File: config.mk
export PLATFORM = sky130hd
export DESIGN_NAME = pwm_prescale_timer
export DESIGN_NICKNAME = d
export VERILOG_FILES = /design/src/rtl/pwm_prescale_timer.sv
export SDC_FILE = /design/constraint.sdc
export NUM_CORES = 1
export LEC_CHECK = 0
export ABC_AREA = 1
export CORE_MARGIN = 2
export CORE_UTILIZATION = 45
export DETAILED_ROUTE_END_ITERATION = 8
export PLACE_DENSITY = 0.68
export RECOVER_POWER = 25
export SKIP_LAST_GASP = 1
export SYNTH_ARGS = -nofsm -noshare
export SYNTH_HDL_FRONTEND = slang
export SYNTH_SLANG_ARGS = --single-unit
File: constraint.sdc
create_clock -name clk -period 2.4 [get_ports clk]
set_clock_uncertainty 0.05 [all_clocks]
set_input_delay 0.48 -clock clk [delete_from_list [all_inputs] [get_ports clk]]
set_output_delay 0.48 -clock clk [all_outputs]
set_load 0.02 [all_outputs]
File: src/rtl/pwm_prescale_timer.sv
module pwm_prescale_timer #(
  parameter int ADDR_W  = 4,
  parameter int CNT_W   = 10,
  parameter int FLD_W   = 4,
  parameter int MAX_EXP = 24
) (
  input  logic              clk,
  input  logic              rst_n,
  input  logic              bus_sel,
  input  logic              bus_wr,
  input  logic [ADDR_W-1:0] bus_addr,
  input  logic [31:0]       bus_wdata,
  output logic [31:0]       bus_rdata,
  output logic              pwm_out
);
  localparam int EXP_W = FLD_W + 1;
  localparam int PRE_W = (MAX_EXP < 1) ? 1 : MAX_EXP;
  localparam logic [ADDR_W-1:0] A_CTRL  = ADDR_W'(0);
  localparam logic [ADDR_W-1:0] A_COUNT = ADDR_W'(4);
  localparam int B_RUN  = 0;
  localparam int B_STG  = 11;
  localparam int B_ODD  = 15;
  localparam int B_FLD  = 16;
  localparam int B_PER  = 16;
  localparam int B_PH   = 0;

  logic             run_q, stg_q, odd_q, pend_q;
  logic [FLD_W-1:0] fld_q;
  logic [CNT_W-1:0] sh_per, sh_ph, act_per, act_ph, cnt_q;
  logic [EXP_W-1:0] act_exp, exp_req, exp_new;
  logic [PRE_W-1:0] pre_q, lowmask;
  logic             wr_ctrl, wr_count, sh_legal, tick, wrap, load;

  assign wr_ctrl  = bus_sel && bus_wr && (bus_addr == A_CTRL);
  assign wr_count = bus_sel && bus_wr && (bus_addr == A_COUNT);
  assign sh_legal = (sh_per != '0) && (sh_ph != '0);
  assign exp_req  = {fld_q, odd_q};
  assign exp_new  = (exp_req > EXP_W'(MAX_EXP)) ? EXP_W'(MAX_EXP) : exp_req;
  assign lowmask  = ~({PRE_W{1'b1}} << act_exp);
  assign tick     = run_q && ((pre_q & lowmask) == lowmask);
  assign wrap     = tick && (cnt_q == act_per - CNT_W'(1));
  assign load     = !run_q || (pend_q && !stg_q && wrap && sh_legal);
  assign pwm_out  = run_q && (cnt_q < act_ph);

  always_ff @(posedge clk or negedge rst_n) begin
    if (!rst_n) begin
      run_q <= 1'b0;
      stg_q <= 1'b0;
      odd_q <= 1'b0;
      fld_q <= '0;
    end else if (wr_ctrl) begin
      run_q <= bus_wdata[B_RUN] && (run_q || sh_legal);
      stg_q <= bus_wdata[B_STG];
      odd_q <= bus_wdata[B_ODD];
      fld_q <= bus_wdata[B_FLD +: FLD_W];
    end
  end

  always_ff @(posedge clk or negedge rst_n) begin
    if (!rst_n) begin
      sh_per <= '0;
      sh_ph  <= '0;
    end else if (wr_count) begin
      sh_per <= bus_wdata[B_PER +: CNT_W];
      sh_ph  <= bus_wdata[B_PH +: CNT_W];
    end
  end

  always_ff @(posedge clk or negedge rst_n) begin
    if (!rst_n) pend_q <= 1'b0;
    else if (wr_ctrl || wr_count) pend_q <= 1'b1;
    else if (load) pend_q <= 1'b0;
  end

  always_ff @(posedge clk or negedge rst_n) begin
    if (!rst_n) begin
      act_per <= '0;
      act_ph  <= '0;
      act_exp <= '0;
    end else if (load) begin
      act_per <= sh_per;
      act_ph  <= sh_ph;
      act_exp <= exp_new;
    end
  end

  always_ff @(posedge clk or negedge rst_n) begin
    if (!rst_n) begin
      pre_q <= '0;
      cnt_q <= '0;
    end else if (!run_q) begin
      pre_q <= '0;
      cnt_q <= '0;
    end else if (tick) begin
      pre_q <= '0;
      cnt_q <= wrap ? '0 : cnt_q + CNT_W'(1);
    end else begin
      pre_q <= pre_q + PRE_W'(1);
    end
  end

  always_comb begin
    bus_rdata = '0;
    if (bus_sel && !bus_wr) begin
      if (bus_addr == A_CTRL) begin
        bus_rdata[B_RUN] = run_q;
        bus_rdata[B_STG] = stg_q;
        bus_rdata[B_ODD] = odd_q;
        bus_rdata[B_FLD +: FLD_W] = fld_q;
      end else if (bus_addr == A_COUNT) begin
        bus_rdata[B_PER +: CNT_W] = sh_per;
        bus_rdata[B_PH +: CNT_W]  = sh_ph;
      end
    end
  end

  p_refuse_illegal_r3: assert property (@(posedge clk) disable iff (!rst_n)
    (wr_ctrl && bus_wdata[B_RUN] && !run_q && !sh_legal) |=> !run_q);

  p_stop_low_r6: assert property (@(posedge clk) disable iff (!rst_n)
    (wr_ctrl && !bus_wdata[B_RUN]) |=> !pwm_out);

  p_cnt_range_r4: assert property (@(posedge clk) disable iff (!rst_n)
    run_q |-> (cnt_q < act_per));

  p_frozen_staged_r8: assert property (@(posedge clk) disable iff (!rst_n)
    (run_q && $past(run_q) && $past(stg_q)) |->
      ($stable(act_per) && $stable(act_ph) && $stable(act_exp)));

  p_live_legal_r10: assert property (@(posedge clk) disable iff (!rst_n)
    run_q |-> (act_per != '0 && act_ph != '0));
endmodule

==> results by group <==
Run status
  • Status: finished, final reports clean

Critical path
  • Crit end category: primary output
  • Worst path bufs/invs: 4
  • Crit path DAT: around 1.8 ns
  • Worst-path cell chain: clkdlybuf4s50_1 -> inv_1 -> nor2_2 -> inv_1 -> nor4_1 -> clkbuf_2
  • Slowest CP cell: clkdlybuf4s50_1
  • Largest delay share family, worst path: buffers and inverters
  • Top cell by count, worst path: inv_1
  • Critical Path RT: 1.87 ns
  • CP max stage delay: 0.48 ns
  • CP max FO: 3
  • Critical Path Source Type: input pin
  • Crit Path Category: in2out

Synth
  • YS warnings: 0
  • Register area share after synthesis: 0.4309
  • Register bit total from synthesis: 87
  • Leading area contributor after synthesis: dfrtp_1
  • Post-Synth Simple-Gate Area: 0.3197
  • Compound-Gate Fraction of Synth Area: 0.06885
  • Unique cell type count in the Yosys netlist: 38
  • Synthesized cell area: 0.005052 sq mm
  • Syn_area_per_cell: ~7.4 sq um
  • Post-synthesis mux area share: 0.004458
  • Yosys top cell area share: 0.4309
  • XOR/XNOR Fraction of Synth Area: 0.05027
  • Leading post-synthesis cells by cell area: dfrtp_1, nand2_1, nor2_1
  • Largest family of logic cells by synthesized area: simple AND/OR/NAND/NOR gates
  • Cells after Synth: 686
  • Synthesized-area fraction occupied by adder cells: 0.02972

STA
  • Final Setup Violations: 0
  • Setup ws final: 0.07491 ns
  • Fin crit share: 0.9688
  • Worst Tran Pin Value: 1.160 ns
  • Slew Viols, Final: 0
  • Worst Hold Slack: ~0.28 ns
  • Setup_tns: 0 ns
  • Final hold vios: 0
  • Max frequency: around 430 MHz
  • Final period demand of the worst path: 2.325 ns
  • Max-slew headroom: 0.2265
  • RSZ-0062 raised after global routing: true

Clock network
  • CTS tree: done
  • CTS buffer count: 9
  • Clock buffer depth: 2
  • Skew-Pair Late Insertion Delay: approximately 0.37 ns
  • CTS H-Tree Depth: 3
  • Root Buffer: clkbuf_8
  • CTS clock-pin slew for the worst setup and hold paths: approximately 0.090 ns
  • Num Clock Sinks: 87

Cells and area
  • Antenna cells: 0
  • Finished Layout Cells: 908
  • Post-layout util: 0.5657
  • Area growth from synthesis to layout: 21.92%
  • Filler cell count: 1012
  • Fraction of layout cells with a size suffix above 1: 0.1510
  • Commonest non-fill, non-tap cell in the layout: nand2_1
  • Commonest non-fill, non-tap cells in the layout: nand2_1, dfrtp_1, nor2_1, inv_1, nand3_1
  • Nets: 815

Detailed routing
  • Avg WL per Cell: between 10 and 15 um
  • Final wirelength: 11990 um
  • DRC: 0
  • Iteration-0 DRC Markers: 411
  • DRT Pass-1 Iters: 5
  • Via count of the routed design: 4591
  • Post-DRT Antenna Nets: 0
  • Drt via density: 5.056

Power
  • Pwr dens: 832.6 mW/mm^2
  • Peak VDD IR: 0.0004422 V
  • LEAKAGE: between 3 and 4 nW

Global route
  • Total track usage: 0.2106
  • Largest net degree at the start of global routing: 48
  • Initial antenna violation count: 0
  • GRT overflow: 0
  • Vias in the first global route: ~4.2k
  • First-pass GRT wire length: 19980 um

Placed design
  • Routability Congestion: 0.8525
  • DP Worst Slack: -0.5257 ns
  • HPWL after DPL: just under 9000 um
  • Post-Place Cells: a little under 900
  • PortBufs: 52

Hold path
  • Tightest Hold Check Type: in2async

Die
  • Core box area: between 0.01 and 0.015 sq mm
  • I/O Pins: 73
  • Row Count: 38
  • Die Height: 110.0 um
  • DIE WIDTH: 110.0 um
  • Initial Util: 0.4640
  • Die ar.: 0.01209 sq mm

Job
  • Max-cap violations: 0
## metal layers
layer	vias to the layer above	GRT usage	wire length, um
li1	2314	-	-
met1	2147	0.3092	6109
met2	113	0.3138	5180
met3	17	0.04446	504
met4	0	0.05787	199
met5	-	0	0
## path summary, 6_finish.rpt
path / from / end / slack, ns / depth (start not counted)
setup / recovery: bus_sel / bus_rdata[15] / 0.07 / 6
hold / removal: rst_n / cnt_q[5] / 0.28 / 1
setup reg to reg: act_per[0] / act_ph[2] / 0.23 / 14
hold reg to reg: sh_per[7] / act_per[7] / 0.42 / 2
max in group asynchronous: rst_n / act_per[7] / 0.97 / 2
min in group clk: sh_per[7] / act_per[7] / 0.42 / 2
## repair_timing
item / 4_1_cts / 5_1_grt
hold buffers: 0 / 0
gates resized for setup: 93 / 68
cloned: 0 / 1
setup endpoints to repair: 23 / 52
buffers inserted: 0 / 5
pin swaps: 0 / 7
## registers in the layout, summed over array words and instances, names as in the netlist, 4 cells and up
signal and flops:
pre_q 24, sh_ph 10, act_ph 10, act_per 10, fld_q 4, sh_per 10
act_exp 5, cnt_q 10
## stage by stage
step | power [mW] | area [sq um]
after detailed placement | 3.846 | 5812
after global routing | 5.524 | 6160
after floorplan | 3.391 | 5086
after CTS | 5.067 | 5962
final | 5.128 | 6160
after global placement | 3.779 | 5812
## report_power, final
group          switching (mW)  leakage [nW]  internal, mW
combinational            1.09          1.90         0.697
sequential              0.342          1.08          1.78
clock                   0.530         0.120         0.690
## final cells by class
cell class	instances	area [sq um]	area share
Tap cell	140	175.2	0.02844
Clock buffer	10	127.6	0.02072
Clock inverter	6	108.9	0.01767
Sequential cell	87	2177	0.3534
Inverter	83	311.5	0.05058
Timing Repair Buffer	85	733.2	0.1190
Multi-Input combinational cell	497	2526	0.4101
## cell usage after synthesis (all sizes together)
cell type and count:
nor4 4, nand2 183, a21boi 1, o211ai 2, clkbuf 7, nor3b 3, nand2b 1, a21oi 28
nor2 111, inv 83, xnor2 5, buf 21, o21ai 22, nand4 13, conb 1, nor3 8
or2 1, o22ai 7, xor2 24, dfrtp 87, o21bai 1, a211oi 1, nand3b 1, mux2 2
nand3 55, ha 12, o2111ai 1, a22oi 1
## cell families (layout without fill, tap and decap cells)
kind of cell,after synthesis,count (layout)
compound gates,64,64
xor+xnor,29,29
fa+ha+maj,12,12
buf+inv,111,184
flops,87,87
mux,2,2
other cells,1,10
simple gates,380,380
(Power assumes the default switching activity.)
